### config.mk
export PLATFORM = sky130hd
export DESIGN_NAME = uart_rx_top
export DESIGN_NICKNAME = d
export VERILOG_FILES = /design/src/rtl/uart_rx_pkg.sv /design/src/rtl/uart_rx_sync.sv /design/src/rtl/uart_rx_frame.sv /design/src/rtl/uart_rx_fifo.sv /design/src/rtl/uart_rx_top.sv
export SDC_FILE = /design/constraint.sdc
export NUM_CORES = 1
export LEC_CHECK = 0
export BUFFER_PORTS_ARGS = -buffer_cell sky130_fd_sc_hd__buf_2
export CAP_MARGIN = 20
export CORE_MARGIN = 3
export CORE_UTILIZATION = 40
export CTS_BUF_LIST = sky130_fd_sc_hd__clkbuf_2 sky130_fd_sc_hd__clkbuf_4 sky130_fd_sc_hd__clkbuf_8
export CTS_CLUSTER_SIZE = 20
export DETAILED_ROUTE_END_ITERATION = 7
export SETUP_SLACK_MARGIN = 0.05
export SYNTH_ARGS = -nofsm -noshare
export SYNTH_HDL_FRONTEND = slang
export SYNTH_SLANG_ARGS = --single-unit
### constraint.sdc
create_clock -name clk -period 4.1 [get_ports clk]
set_input_delay 0.205 -clock clk [delete_from_list [all_inputs] [get_ports clk]]
set_output_delay 0.205 -clock clk [all_outputs]
set_load 0.05 [all_outputs]
### src/rtl/uart_rx_pkg.sv
package uart_rx_pkg;
    localparam int DATA_BITS = 8;
    localparam int Q_DEPTH   = 32;
    localparam int OVERSMP   = 16;

    typedef enum logic [2:0] {
        ST_IDLE,
        ST_START,
        ST_DATA,
        ST_PAR,
        ST_STOP
    } rx_state_e;

    typedef struct packed {
        logic [DATA_BITS-1:0] data;
        logic                 perr;
        logic                 ferr;
    } rx_result_t;

    function automatic logic parity_bad(logic [DATA_BITS-1:0] d, logic pbit, logic odd);
        return (^d) ^ pbit ^ odd;
    endfunction
endpackage

### src/rtl/uart_rx_sync.sv
module uart_rx_sync (
    input  logic clk,
    input  logic rst,
    input  logic d_i,
    output logic q_o
);
    logic meta_q;

    always_ff @(posedge clk) begin
        if (rst) begin
            meta_q <= 1'b1;
            q_o    <= 1'b1;
        end else begin
            meta_q <= d_i;
            q_o    <= meta_q;
        end
    end
endmodule

### src/rtl/uart_rx_frame.sv
module uart_rx_frame
    import uart_rx_pkg::*;
#(
    parameter int DBITS = DATA_BITS,
    parameter int OSR   = OVERSMP
) (
    input  logic       clk,
    input  logic       rst,
    input  logic       tick_i,
    input  logic       rx_i,
    input  logic       par_en_i,
    input  logic       par_odd_i,
    output logic       done_o,
    output rx_result_t res_o
);
    localparam int CW = $clog2(OSR);
    localparam int BW = $clog2(DBITS + 1);
    localparam logic [CW-1:0] MID_C  = CW'(OSR / 2 - 1);
    localparam logic [CW-1:0] LAST_C = CW'(OSR - 1);
    localparam logic [BW-1:0] TOP_C  = BW'(DBITS - 1);

    rx_state_e        st;
    logic [CW-1:0]    cnt;
    logic [BW-1:0]    bitn;
    logic [DBITS-1:0] shreg;
    logic             rx_prev;
    logic             par_bit;

    always_ff @(posedge clk) begin
        if (rst) begin
            st      <= ST_IDLE;
            cnt     <= '0;
            bitn    <= '0;
            shreg   <= '0;
            rx_prev <= 1'b1;
            par_bit <= 1'b0;
            done_o  <= 1'b0;
            res_o   <= '0;
        end else begin
            done_o  <= 1'b0;
            rx_prev <= rx_i;
            case (st)
                ST_IDLE: begin
                    if (rx_prev && !rx_i) begin
                        st  <= ST_START;
                        cnt <= '0;
                    end
                end
                ST_START: begin
                    if (tick_i) begin
                        if (cnt == MID_C) begin
                            cnt  <= '0;
                            bitn <= '0;
                            st   <= rx_i ? ST_IDLE : ST_DATA;
                        end else begin
                            cnt <= cnt + 1'b1;
                        end
                    end
                end
                ST_DATA: begin
                    if (tick_i) begin
                        if (cnt == LAST_C) begin
                            cnt   <= '0;
                            shreg <= {rx_i, shreg[DBITS-1:1]};
                            if (bitn == TOP_C) st <= par_en_i ? ST_PAR : ST_STOP;
                            else               bitn <= bitn + 1'b1;
                        end else begin
                            cnt <= cnt + 1'b1;
                        end
                    end
                end
                ST_PAR: begin
                    if (tick_i) begin
                        if (cnt == LAST_C) begin
                            cnt     <= '0;
                            par_bit <= rx_i;
                            st      <= ST_STOP;
                        end else begin
                            cnt <= cnt + 1'b1;
                        end
                    end
                end
                ST_STOP: begin
                    if (tick_i) begin
                        if (cnt == LAST_C) begin
                            done_o     <= 1'b1;
                            res_o.data <= shreg;
                            res_o.ferr <= !rx_i;
                            res_o.perr <= par_en_i && parity_bad(shreg, par_bit, par_odd_i);
                            st         <= ST_IDLE;
                            cnt        <= '0;
                        end else begin
                            cnt <= cnt + 1'b1;
                        end
                    end
                end
                default: st <= ST_IDLE;
            endcase
        end
    end


    glitch_drop_chk: assert property (@(posedge clk) disable iff (rst)
        (st == ST_START && tick_i && cnt == MID_C && rx_i) |=> (st == ST_IDLE && !done_o));


    bit_index_chk: assert property (@(posedge clk) disable iff (rst)
        (st == ST_DATA) |-> (bitn <= TOP_C));
endmodule

### src/rtl/uart_rx_fifo.sv
module uart_rx_fifo #(
    parameter int WIDTH = 8,
    parameter int DEPTH = 32
) (
    input  logic             clk,
    input  logic             rst,
    input  logic             wr_i,
    input  logic [WIDTH-1:0] wdata_i,
    input  logic             rd_i,
    output logic [WIDTH-1:0] rdata_o,
    output logic             empty_o,
    output logic             full_o
);
    localparam int AW = $clog2(DEPTH);

    logic [WIDTH-1:0] mem [DEPTH];
    logic [AW:0]      wptr, rptr;
    logic [AW:0]      fill;

    assign fill    = wptr - rptr;
    assign empty_o = (fill == '0);
    assign full_o  = (fill == (AW+1)'(DEPTH));
    assign rdata_o = mem[rptr[AW-1:0]];

    always_ff @(posedge clk) begin
        if (wr_i && !full_o) mem[wptr[AW-1:0]] <= wdata_i;
    end

    always_ff @(posedge clk) begin
        if (rst) begin
            wptr <= '0;
            rptr <= '0;
        end else begin
            if (wr_i && !full_o) wptr <= wptr + 1'b1;
            if (rd_i && !empty_o) rptr <= rptr + 1'b1;
        end
    end


    fill_bound_chk: assert property (@(posedge clk) disable iff (rst)
        fill <= (AW+1)'(DEPTH));


    empty_pop_chk: assert property (@(posedge clk) disable iff (rst)
        (rd_i && empty_o) |=> $stable(rptr));


    full_push_chk: assert property (@(posedge clk) disable iff (rst)
        (wr_i && full_o && !rd_i) |=> $stable(wptr));
endmodule

### src/rtl/uart_rx_top.sv
module uart_rx_top
    import uart_rx_pkg::*;
(
    input  logic       clk,
    input  logic       rst,
    input  logic       rx_i,
    input  logic       tick16_i,
    input  logic       par_en_i,
    input  logic       par_odd_i,
    input  logic       rd_en_i,
    input  logic       stat_rd_i,
    output logic [7:0] rd_data_o,
    output logic       byte_rdy_o,
    output logic       ferr_o,
    output logic       perr_o,
    output logic       ovr_o
);
    logic       rx_s;
    logic       done;
    rx_result_t res;
    logic       good, push, q_empty, q_full;
    logic       ferr_set, perr_set, ovr_set;

    uart_rx_sync sync_i (.clk(clk), .rst(rst), .d_i(rx_i), .q_o(rx_s));

    uart_rx_frame #(.DBITS(DATA_BITS), .OSR(OVERSMP)) frame_i (
        .clk(clk), .rst(rst), .tick_i(tick16_i), .rx_i(rx_s),
        .par_en_i(par_en_i), .par_odd_i(par_odd_i),
        .done_o(done), .res_o(res)
    );

    assign good     = done && !res.ferr && !res.perr;
    assign push     = good && !q_full;
    assign ferr_set = done && res.ferr;
    assign perr_set = done && res.perr;
    assign ovr_set  = good && q_full;

    uart_rx_fifo #(.WIDTH(DATA_BITS), .DEPTH(Q_DEPTH)) fifo_i (
        .clk(clk), .rst(rst), .wr_i(push), .wdata_i(res.data),
        .rd_i(rd_en_i), .rdata_o(rd_data_o), .empty_o(q_empty), .full_o(q_full)
    );

    assign byte_rdy_o = !q_empty;

    always_ff @(posedge clk) begin
        if (rst) begin
            ferr_o <= 1'b0;
            perr_o <= 1'b0;
            ovr_o  <= 1'b0;
        end else begin
            ferr_o <= ferr_set | (ferr_o & !stat_rd_i);
            perr_o <= perr_set | (perr_o & !stat_rd_i);
            ovr_o  <= ovr_set  | (ovr_o  & !stat_rd_i);
        end
    end


    ovr_cause_chk: assert property (@(posedge clk) disable iff (rst)
        $rose(ovr_o) |-> $past(done && q_full));


    flag_clear_chk: assert property (@(posedge clk) disable iff (rst)
        (stat_rd_i && !done) |=> (!ferr_o && !perr_o && !ovr_o));


    bad_no_store_chk: assert property (@(posedge clk) disable iff (rst)
        (done && (res.perr || res.ferr) && !rd_en_i) |=> $stable(byte_rdy_o));
endmodule

==> impl_metrics.yaml <==
outcome:
  status: "completed"
yosys:
  synth_top_area_cell: "edfxtp_1"
  yosysUniqueCellTypes: 57
  ys_ff_latch: 310
  syn_inst: 726
  syn_area_um2: 12700
  yosys_warnings: 0
  syn_nets: 746
  async_flop_share: 0
  synth.top_cell.area_share: 0.607
  synth_edf_count: 256
  synth_seq_area_share: 0.692
  syn_avg_cell_area_um2: 17.4
  dominantRegCellSynth: "edfxtp_1"
  synth.area.top_cells: "edfxtp_1, mux4_2, dfxtp_1, nor2_1, mux2_2"
sta:
  maxSlewHeadroom: 0.277
  fin_skew_ps: 33.9
  layout_min_cycle_time_ps: 3570
  final_hold_viol_count: 0
  fin_crit_sh: 0.870
  fin_setup_tns_ps: 0
  slew_violations: 0
  postLayoutSetupSlackWorst_ps: 531
  fmax_ghz: 0.280
  tightestPinTransition_ps: 1080
  finalSetupViolations: 0
  rsz0062_at_grt: "false"
clocking:
  h-tree-depth: 2
  cts_tree: "done"
  clock-sinks: 310
  cts_resized: 0
  clk_pin_slew_ps: 60
  root_buffer: "clkbuf_8"
  cts_buffers: 49
  insertion_delay_ps: 570
  clock_path_buffers: 3
worst_setup_path:
  slowest_stage: "nor2_1"
  critPathMaxStageDelay_ps: 760
  crit_family: "compound AO/OA/AOI/OAI gates"
  cp.arrival_ps: 3750
  cp_cell_sequence: "ha_1 > o21ai_0 > a21o_1 > a21oi_2 > xnor2_1 > o21ai_1 > nor2_1"
  required_ps: 4280
  path_buf_inv: 0
  crit_path_end_kind: "flop"
  path_max_fanout: 15
  critPathKind: "reg2reg"
  startpoint_type: "flop"
cells_and_area:
  n_fill_cell: 2641
  area_delta_synth_final_pct: 12.8
  layout.nets: 802
  layout-drive-gt1-share: 0.285
  most-common-layout-cells: "edfxtp_1, mux4_2, nor2_1"
  multi_input_area_um2: 3670
  fin_area_um2: 14300
  diodes: 0
  mostFrequentLayoutCell: "edfxtp_1"
  regArea_um2: 8780
global_routing:
  grt_util_met1: 0.240
  busiest_layer: "met2"
  antenna_found_initial: 0
  grt_max_degree: 62
  use_met3: 0.0360
  overflow: 0
  grt_use_met2: 0.266
  grt_pass1_vias: 6941
  grt_usage: 0.168
  grt_pass1_wl_mm: 42.8
routing:
  drc_errors: 0
  dr.pass1.iters: 4
  routed_wl_mm: 27.9
  drtAntennaViolNets: 0
  viasPerCell: 5.51
  num_vias: 6686
  drtIter0Drc: 587
  routedWlPerCell_um: 23.0
die:
  die-area_um2: 33800
  io_pins: 20
  rows: 64
  die_h_um: 184
  core_region_area_um2: 30900
  die_x_um: 184
  start_util: 0.410
place:
  place.gp.congestion: 0.848
  place_ws_ps: 592
  place_hpwl_mm: 18.0
  place_area_um2: 13200
  io_buffers: 19
pwr:
  p_leak_nw: 3.86
  power.density_nw_per_um2: 471
  peakVddDrop_mv: 0.268
flow_run:
  cap_viol_max_count: 0
worst_hold_path:
  min_path_type: "in2reg"
-- sequential cells by signal, summed over array words and instances, names as in the netlist, named ones only --
register and flops:
frame_i.shreg 8, sync_i.q_o 1, fifo_i.rptr 6, ferr_o 1, perr_o 1, frame_i.par_bit 1, frame_i.cnt 4, frame_i.st 3
frame_i.done_o 1, fifo_i.mem 256, frame_i.bitn 4, ovr_o 1, frame_i.rx_prev 1, sync_i.meta_q 1, frame_i.res_o 10, fifo_i.wptr 6
-- area by class of cell --
class / instances / area share
sequential: 310 / 0.614
multi-input combinational: 367 / 0.257
clock buffer: 71 / 0.0605
tap: 396 / 0.0347
timing repair buffer: 40 / 0.0205
clock inverter: 16 / 0.00946
inverter: 14 / 0.00368
-- cells in the mapped netlist (all sizes together), types with 4 or more instances --
| cell | n |
|---|---|
| nand4 | 4 |
| dfxtp | 54 |
| nor3 | 8 |
| inv | 14 |
| o21ai | 13 |
| ha | 12 |
| nor2 | 75 |
| nand3 | 13 |
| mux2 | 21 |
| nand3b | 4 |
| mux2i | 18 |
| xnor2 | 12 |
| nand2b | 4 |
| mux4 | 80 |
| a21oi | 23 |
| nand2 | 19 |
| edfxtp | 256 |
| nor2b | 11 |
| clkbuf | 15 |
| buf | 20 |
| o211ai | 4 |
-- cell families after synthesis --
family          after synthesis  synth area share
buf+inv                      49            0.0178
simple gates                158            0.0599
compound gates               64            0.0326
xor+xnor                     14            0.0103
fa+ha+maj                    12            0.0119
flops                       310             0.692
mux                         119             0.175
-- worst register-to-register path, stage by stage, from the launching register on --
cell and delay [ps]:
dfxtp_1 620, ha_1 370, o21ai_0 210, a21o_1 140, a21oi_2 100, xnor2_1 480
o21ai_1 510, nor2_1 760
-- worst paths after layout --
check | start | endpoint | slack [ps] | cells past startpoint
max reg2reg | fifo_i.wptr[2] | fifo_i.mem[20][2] | 530 | 7
min | rd_en_i | fifo_i.rptr[1] | 50 | 3
min reg2reg | sync_i.meta_q | sync_i.q_o | 410 | 1
max | fifo_i.wptr[2] | fifo_i.mem[20][2] | 530 | 7
-- metrics by stage --
step           hold WS, ps  cells  power, W  utilization
2_1_floorplan          309    726   0.00399            -
3_3_place_gp           390   1123   0.00413        0.428
3_5_place_dp           393   1123   0.00415        0.428
4_1_cts               12.8   1213   0.00680        0.462
5_1_grt               67.5   1214   0.00700        0.462
6_report              48.1   1214   0.00672        0.462
-- where the power goes --
| part | leakage [nW] | switching [W] | internal (W) |
|---|---|---|---|
| clock | 0.532 | 0.00116 | 0.00148 |
| combinational | 1.13 | 0.000352 | 0.000257 |
| sequential | 2.20 | 0.0000891 | 0.00338 |
-- what timing repair did --
action / 4_1_cts / 5_1_grt
setup buffers: 0 / 0
hold buffers: 3 / 0
hold endpoints to repair: 5 / 0
-- metal layers --
metal | routed length [um] | up-vias
met5 | 0 | -
met4 | 442 | 0
met3 | 1750 | 37
met2 | 13400 | 235
met1 | 12400 | 3419
li1 | - | 2995
No activity file was read; power rests on OpenSTA's default activity.
